$ cat src/rtl/stkd_pkg.sv
package stkd_pkg;

  // stack-operation kind codes
  localparam logic [2:0] SK_NONE = 3'd0;
  localparam logic [2:0] SK_PUSH = 3'd1;
  localparam logic [2:0] SK_POP  = 3'd2;
  localparam logic [2:0] SK_CALL = 3'd3;
  localparam logic [2:0] SK_RET  = 3'd4;
  localparam logic [2:0] SK_RETN = 3'd5;

  // signed change an instruction makes to the offset
  function automatic int stk_effect(input logic [2:0] kind, input logic size4, input int imm);
    int unit;
    unit = size4 ? 4 : 2;
    case (kind)
      SK_PUSH, SK_CALL: return -unit;
      SK_POP,  SK_RET:  return unit;
      SK_RETN:          return unit + imm;
      default:          return 0;
    endcase
  endfunction

  // true when v is representable in a dw-bit two's complement field
  function automatic logic fits_signed(input int v, input int dw);
    return (v >= -(1 <<< (dw - 1))) && (v <= (1 <<< (dw - 1)) - 1);
  endfunction

endpackage

$ cat src/rtl/stkd_slot.sv
module stkd_slot
  import stkd_pkg::*;
#(
  parameter int DW   = 12,
  parameter int IMMW = 10
) (
  input  logic                 clk,
  input  logic                 rst_n,
  input  logic                 valid,
  input  logic [2:0]           kind,
  input  logic                 size4,
  input  logic                 sp_read,
  input  logic [IMMW-1:0]      imm,
  input  logic signed [DW-1:0] d_in,
  output logic signed [DW-1:0] d_at,
  output logic signed [DW-1:0] d_out,
  output logic signed [DW-1:0] eff,
  output logic                 sync_req,
  output logic signed [DW-1:0] sync_amt
);

  int   eff_i;
  int   sum_i;
  logic range_hit;
  logic need_sync;

  always_comb begin
    eff_i     = stk_effect(kind, size4, int'(imm));
    sum_i     = int'(d_in) + eff_i;
    range_hit = !fits_signed(sum_i, DW);
    need_sync = valid && (d_in != '0) && (sp_read || range_hit);
    eff       = DW'(eff_i);
    d_at      = need_sync ? '0 : d_in;
    d_out     = valid ? (d_at + eff) : d_in;
    sync_req  = need_sync;
    sync_amt  = need_sync ? d_in : '0;
  end


  sp_read_zero_chk: assert property (@(posedge clk) disable iff (!rst_n)
    (valid && sp_read) |-> (d_at == '0));


  sync_nonzero_chk: assert property (@(posedge clk) disable iff (!rst_n)
    sync_req |-> (sync_amt != '0));


  pass_through_chk: assert property (@(posedge clk) disable iff (!rst_n)
    !valid |-> (d_out == d_in && !sync_req));

endmodule

$ cat src/rtl/stkd_tagger.sv
module stkd_tagger #(
  parameter int LANES = 4,
  parameter int AW    = 5
) (
  input  logic               clk,
  input  logic               rst_n,
  input  logic [LANES-1:0]   valid,
  input  logic               flush,
  input  logic [AW-1:0]      flush_idx,
  input  logic               flush_after,
  output logic [LANES*AW-1:0] tags
);

  logic [AW-1:0] ptr_q;
  logic [AW-1:0] run;

  always_comb begin
    run = ptr_q;
    for (int l = 0; l < LANES; l++) begin
      tags[l*AW +: AW] = run;
      if (valid[l]) run = run + AW'(1);
    end
  end

  always_ff @(posedge clk) begin
    if (!rst_n)     ptr_q <= '0;
    else if (flush) ptr_q <= flush_idx + AW'(flush_after);
    else            ptr_q <= run;
  end


  ptr_hold_chk: assert property (@(posedge clk) disable iff (!rst_n)
    (!flush && valid == '0) |=> $stable(ptr_q));

endmodule

$ cat src/rtl/stkd_rtab.sv
module stkd_rtab #(
  parameter int LANES = 4,
  parameter int DEPTH = 32,
  parameter int DW    = 12,
  parameter int AW    = 5
) (
  input  logic                   clk,
  input  logic [LANES-1:0]       wr_en,
  input  logic [LANES*AW-1:0]    wr_idx,
  input  logic [LANES*DW-1:0]    wr_before,
  input  logic [LANES*DW-1:0]    wr_eff,
  input  logic [AW-1:0]          rd_idx,
  input  logic                   rd_after,
  output logic signed [DW-1:0]   rd_val
);

  logic signed [DW-1:0] before_q [DEPTH];
  logic signed [DW-1:0] eff_q    [DEPTH];

  // lanes carry distinct tags, so no two writes collide
  always_ff @(posedge clk) begin
    for (int l = 0; l < LANES; l++) begin
      if (wr_en[l]) begin
        before_q[wr_idx[l*AW +: AW]] <= wr_before[l*DW +: DW];
        eff_q[wr_idx[l*AW +: AW]]    <= wr_eff[l*DW +: DW];
      end
    end
  end

  always_comb begin
    rd_val = before_q[rd_idx] + (rd_after ? eff_q[rd_idx] : DW'(0));
  end

endmodule

$ cat src/rtl/stk_delta_engine.sv
module stk_delta_engine #(
  parameter int LANES = 4,
  parameter int DW    = 12,
  parameter int IMMW  = 10,
  parameter int DEPTH = 32,
  localparam int AW   = $clog2(DEPTH)
) (
  input  logic                    clk,
  input  logic                    rst_n,
  input  logic [LANES-1:0]        dec_valid,
  input  logic [LANES*3-1:0]      dec_kind,
  input  logic [LANES-1:0]        dec_size4,
  input  logic [LANES-1:0]        dec_sp_read,
  input  logic [LANES*IMMW-1:0]   dec_imm,
  input  logic                    flush_valid,
  input  logic [AW-1:0]           flush_idx,
  input  logic                    flush_after,
  output logic [LANES*DW-1:0]     slot_delta,
  output logic [LANES*AW-1:0]     slot_tag,
  output logic [LANES-1:0]        sync_valid,
  output logic [LANES*DW-1:0]     sync_amount
);

  // IMMW must stay below DW-1 so one instruction's amount fits the offset
  logic signed [DW-1:0] delta_q;
  logic signed [DW-1:0] chain [LANES+1];
  logic [LANES-1:0]     lane_v;
  logic [LANES*DW-1:0]  eff_flat;
  logic signed [DW-1:0] restore_val;

  assign lane_v   = dec_valid & ~{LANES{flush_valid}};
  assign chain[0] = delta_q;

  for (genvar g = 0; g < LANES; g++) begin : g_slot
    logic signed [DW-1:0] at_w, eff_w, amt_w;
    stkd_slot #(.DW(DW), .IMMW(IMMW)) u_slot (
      .clk      (clk),
      .rst_n    (rst_n),
      .valid    (lane_v[g]),
      .kind     (dec_kind[g*3 +: 3]),
      .size4    (dec_size4[g]),
      .sp_read  (dec_sp_read[g]),
      .imm      (dec_imm[g*IMMW +: IMMW]),
      .d_in     (chain[g]),
      .d_at     (at_w),
      .d_out    (chain[g+1]),
      .eff      (eff_w),
      .sync_req (sync_valid[g]),
      .sync_amt (amt_w)
    );
    assign slot_delta[g*DW +: DW]  = at_w;
    assign eff_flat[g*DW +: DW]    = eff_w;
    assign sync_amount[g*DW +: DW] = amt_w;
  end

  stkd_tagger #(.LANES(LANES), .AW(AW)) u_tag (
    .clk         (clk),
    .rst_n       (rst_n),
    .valid       (lane_v),
    .flush       (flush_valid),
    .flush_idx   (flush_idx),
    .flush_after (flush_after),
    .tags        (slot_tag)
  );

  stkd_rtab #(.LANES(LANES), .DEPTH(DEPTH), .DW(DW), .AW(AW)) u_rtab (
    .clk       (clk),
    .wr_en     (lane_v),
    .wr_idx    (slot_tag),
    .wr_before (slot_delta),
    .wr_eff    (eff_flat),
    .rd_idx    (flush_idx),
    .rd_after  (flush_after),
    .rd_val    (restore_val)
  );

  always_ff @(posedge clk) begin
    if (!rst_n)           delta_q <= '0;
    else if (flush_valid) delta_q <= restore_val;
    else                  delta_q <= chain[LANES];
  end


  delta_hold_chk: assert property (@(posedge clk) disable iff (!rst_n)
    (!flush_valid && dec_valid == '0) |=> $stable(delta_q));


  flush_quiet_chk: assert property (@(posedge clk) disable iff (!rst_n)
    flush_valid |-> (sync_valid == '0));


  flush_tag_chk: assert property (@(posedge clk) disable iff (!rst_n)
    flush_valid |=> (slot_tag[AW-1:0] == AW'($past(flush_idx) + AW'($past(flush_after)))));


  sync_restart_chk: assert property (@(posedge clk) disable iff (!rst_n)
    sync_valid[0] |-> (slot_delta[DW-1:0] == '0));

endmodule

$ cat config.mk
export PLATFORM = sky130hd
export DESIGN_NAME = stk_delta_engine
export DESIGN_NICKNAME = d
export VERILOG_FILES = /design/src/rtl/stkd_pkg.sv /design/src/rtl/stkd_slot.sv /design/src/rtl/stkd_tagger.sv /design/src/rtl/stkd_rtab.sv /design/src/rtl/stk_delta_engine.sv
export SDC_FILE = /design/constraint.sdc
export NUM_CORES = 2
export LEC_CHECK = 0
export ABC_AREA = 1
export BUFFER_PORTS_ARGS = -buffer_cell sky130_fd_sc_hd__buf_2
export CAP_MARGIN = 0
export CORE_AREA = 2 2 302 528
export CTS_CLUSTER_DIAMETER = 30
export DETAILED_ROUTE_END_ITERATION = 10
export DIE_AREA = 0 0 304 530
export GPL_TIMING_DRIVEN = 0
export PLACE_DENSITY = 0.53
export SKIP_CTS_REPAIR_TIMING = 1
export SYNTH_ARGS = -nofsm -noshare
export SYNTH_HDL_FRONTEND = slang
export SYNTH_SLANG_ARGS = --single-unit
$ cat constraint.sdc
create_clock -name clk -period 64.2 [get_ports clk]
set_input_delay 3.21 -clock clk [delete_from_list [all_inputs] [get_ports clk]]
set_output_delay 3.21 -clock clk [all_outputs]
set_load 0.01 [all_outputs]
==> impl_metrics.tcl, run 1 <==
set metrics [dict create \
    status "stopped before the end" \
    stop_stage "5_1_grt" \
    stop_error "[ERROR GRT-0116] Global routing finished with congestion. Check the congestion regions in the DRC Viewer." \
    gp_congestion 1.31 \
    synthCells 8897 \
    die_h_um 530 \
    ys_warn_count 0 \
    io_pins 193 \
    cts_inserted_buffers 159 \
    gr-total-overflow 1604 \
    dp_hpwl_um 415000 \
    postSynth.asyncResetShare 0 \
    ys_seq_area_frac 0.375 \
    fp.dieW_um 304 \
    cts-htree-levels 4 \
    synth_edf_count 768 \
    synth_cell_type_count 63 \
    synthFlopType "edfxtp_1" \
    syn_nets 9131 \
    synth_area_sq_um 62400 \
    port_buffers 190 \
    grt_max_degree 25 \
    grtUsageTotal 0.769 \
    ys_seq_elements 785 \
    clock_path_buffers 4 \
    num_rows 193 \
    grt_pass1_vias 87900 \
    clock-sinks 785 \
    avgSynthCellArea_sq_um 7.01 \
    start_util 0.397 \
    grt_pass1_wl_um 864000 \
    cts_root_buf "clkbuf_16" \
]
-- cell families after synthesis --
family | Yosys count | share of synthesized area
xor gates and xnor gates | 28 | 0.00393
AOI/OAI and AO/OA | 3159 | 0.281
buffers and inverters | 1347 | 0.0863
DFF | 785 | 0.375
and+or+nand+nor | 3417 | 0.217
adders and majority gates | 161 | 0.0364
-- metrics by stage --
step,instance area [sq um],setup slack (ps),utilization,instances
after CTS,73000,29570,0.464,11500
after detailed placement,67500,29600,0.429,11200
after global placement,65900,29140,0.419,11100
after floorplan,62400,39730,-,8897
-- Yosys cell counts, types with 34 or more instances --
master    count  area share
nand2_1    2400        0.14
o21ai_0    1790        0.14
edfxtp_1    768        0.37
clkbuf_1    706       0.042
nor2_1      702       0.042
a21oi_1     595       0.048
inv_1       424       0.026
o211ai_1    247       0.030
nand3_1     160       0.013
o21ai_1     152       0.012
ha_1        127       0.025
buf_2        82      0.0066
o22ai_1      80      0.0080
o221ai_1     79       0.011
a22oi_1      45      0.0054
buf_1        41      0.0025
nor3_1       36      0.0029
fa_1         34       0.011
-- metal layers --
| layer | GRT overflow | global-route usage |
|---|---|---|
| met4 | 597 | 0.821 |
| met3 | 52 | 0.609 |
| met5 | 6 | 0.350 |
| met2 | 912 | 0.937 |
| met1 | 37 | 0.747 |
==> inputs of run 2 (changes only) <==
Settings changed: CORE_AREA 2 2 302 528 to 2 2 503 505, CTS_CLUSTER_DIAMETER 30 to unset, DIE_AREA 0 0 304 530 to 0 0 505 507, PLACE_DENSITY 0.53 to unset, PLACE_DENSITY_LB_ADDON set to 0.15.
==> impl_metrics.tcl, run 2 <==
set metrics [dict create \
    start_util 0.249 \
    vias 78100 \
    antenna_found_initial 109 \
    antenna_left 0 \
    relSlewSlack -0.137 \
    grtUsageTotal 0.425 \
    powerDensity_nw_per_um2 26.8 \
    arrival_ps 33740 \
    crit_type "input port to output port" \
    final_core_util 0.293 \
    syn_nets 9131 \
    period_share 0.576 \
    setup_violations 0 \
    gr-total-overflow 0 \
    synth_top_area_cell "edfxtp_1" \
    dp_hpwl_um 464000 \
    layout_commonest_cell "nand2_1" \
    maxSlewViolCount 260 \
    cts_inserted_buffers 105 \
    period_minus_slack_ps 36950 \
    cap_violations 31 \
    synth_common_cells "2400 x nand2_1, 1790 x o21ai_0, 768 x edfxtp_1" \
    wl_um 567000 \
    start_kind "input port" \
    synthFlopType "edfxtp_1" \
    clock_path_buffers 3 \
    ys_warn_count 0 \
    synthCells 8897 \
    yosysMostFrequentCell "nand2_1" \
    cts-htree-levels 3 \
    status "complete, but fails checks" \
    layout-drive-gt1-share 0.0844 \
    io_pins 193 \
    holdWs_ps 1510 \
    layout_setup_ws_ps 27250 \
    die_area_sq_um 256000 \
    rsz0062_at_grt "no" \
    vias_per_cell 6.12 \
    critPathMaxStageDelay_ps 1200 \
    synth_area_leaders "edfxtp_1 37%, nand2_1 14%, o21ai_0 14%" \
    grt_pass1_vias 71600 \
    cts_root_buf "clkbuf_16" \
    ys_seq_elements 785 \
    avgSynthCellArea_sq_um 7.01 \
    dp_slack_ps 27990 \
    die_h_um 507 \
    setup_tns_ps 0 \
    area_growth_pct 17.6 \
    peakVddDrop_mv 0.0260 \
    final_cell_mix "2400 x nand2_1, 1789 x o21ai_0, 768 x edfxtp_1, 699 x nor2_1, 626 x clkbuf_1" \
    drt_pass1_iterations 9 \
    gp_congestion 1.11 \
    ys_seq_area_frac 0.375 \
    fmax_mhz 27.1 \
    clk_pin_slew_ps 60 \
    final_nets 9493 \
    synth_top_area_frac 0.370 \
    finalHoldViolCount 0 \
    worstPathMaxFanout 11 \
    core_sq_um 250000 \
    wire_per_inst_um 44.5 \
    fp.dieW_um 505 \
    cp_data_required_time_ps 60990 \
    critPathSlowestCell "nor2_1" \
    drc 0 \
    synth_cell_type_count 63 \
    crit_path_frequent_cell "nand2_1" \
    synth_area_sq_um 62400 \
    port_buffers 190 \
    hold_class "flop to flop" \
    cts_tree "done" \
    violations "max-capacitance violations, max-slew violations" \
    synth_edf_count 768 \
    power_leakage_nw 27.7 \
    clock-sinks 785 \
    num_rows 184 \
    end_kind "output port" \
    dr.first_iter.drc_count 12700 \
    grt_pass1_wl_um 714000 \
    clock_latency_ps 830 \
    final.setup_skew_ps 51.4 \
    grt_max_degree 25 \
    max_slew.worst_pin.slew_ps 1680 \
    postSynth.asyncResetShare 0 \
]
run 2: cell counts after synthesis:
Identical to the previous run, type by type.
run 2: layer usage:
metal / routed length (um) / part of all wire / global-route usage
met1: 209000 / 0.37 / 0.501
met2: 245000 / 0.43 / 0.652
met3: 59000 / 0.10 / 0.112
met4: 53500 / 0.094 / 0.345
met5: 220 / 0.00039 / 0
run 2: worst paths after layout:
check	slack, ps	to	depth (start not counted)	from
worst max-delay path	27250	slot_delta[42]	129	dec_size4[0]
worst min-delay path	1510	u_tag.ptr_q[0]	8	u_tag.ptr_q[0]
worst max register to register	34260	delta_q[11]	127	delta_q[10]
worst min register to register	1510	u_tag.ptr_q[0]	8	u_tag.ptr_q[0]
run 2: area by class of cell:
type	instances	area, sq um
Tap cell	3348	4190
Antenna cell	70	175
Sequential cell	785	23400
Clock inverter	66	801
Fill cell	28000	177000
Multi-Input combinational cell	6765	34100
Inverter	486	1830
Clock buffer	123	2760
Buffer	861	3690
Timing Repair Buffer	255	2360
run 2: cell families after synthesis:
group	share of synthesized area
buf+inv	0.0863
fa+ha+maj	0.0364
simple gates	0.217
compound gates	0.281
xor+xnor	0.00393
flops	0.375
run 2: metrics by stage:
step           cells  area [sq um]  power, mW
2_1_floorplan   8897         62400      0.906
3_3_place_gp   12400         67500       1.26
3_5_place_dp   12500         69600       1.28
4_1_cts        12700         73100       1.92
5_1_grt        12700         73200       1.98
6_report       12800         73300       1.97
run 2: worst max-delay path, delay by kind of cell:
kind                     cells  cell delay [ps]
AND/OR/NAND/NOR             62            12080
XOR/XNOR                     2              340
adder cells (fa/ha/maj)     13             5020
buffers and inverters       27             6820
AO/OA/AOI/OAI               25             6060
run 2: where the power goes:
part | internal [mW] | total, mW | switching, mW | leakage (nW)
Clock | 0.370 | 0.656 | 0.286 | 1.73
Combinational | 0.147 | 0.707 | 0.559 | 18.7
Sequential | 0.591 | 0.604 | 0.0132 | 7.19
No activity file was read; power rests on OpenSTA's default activity.
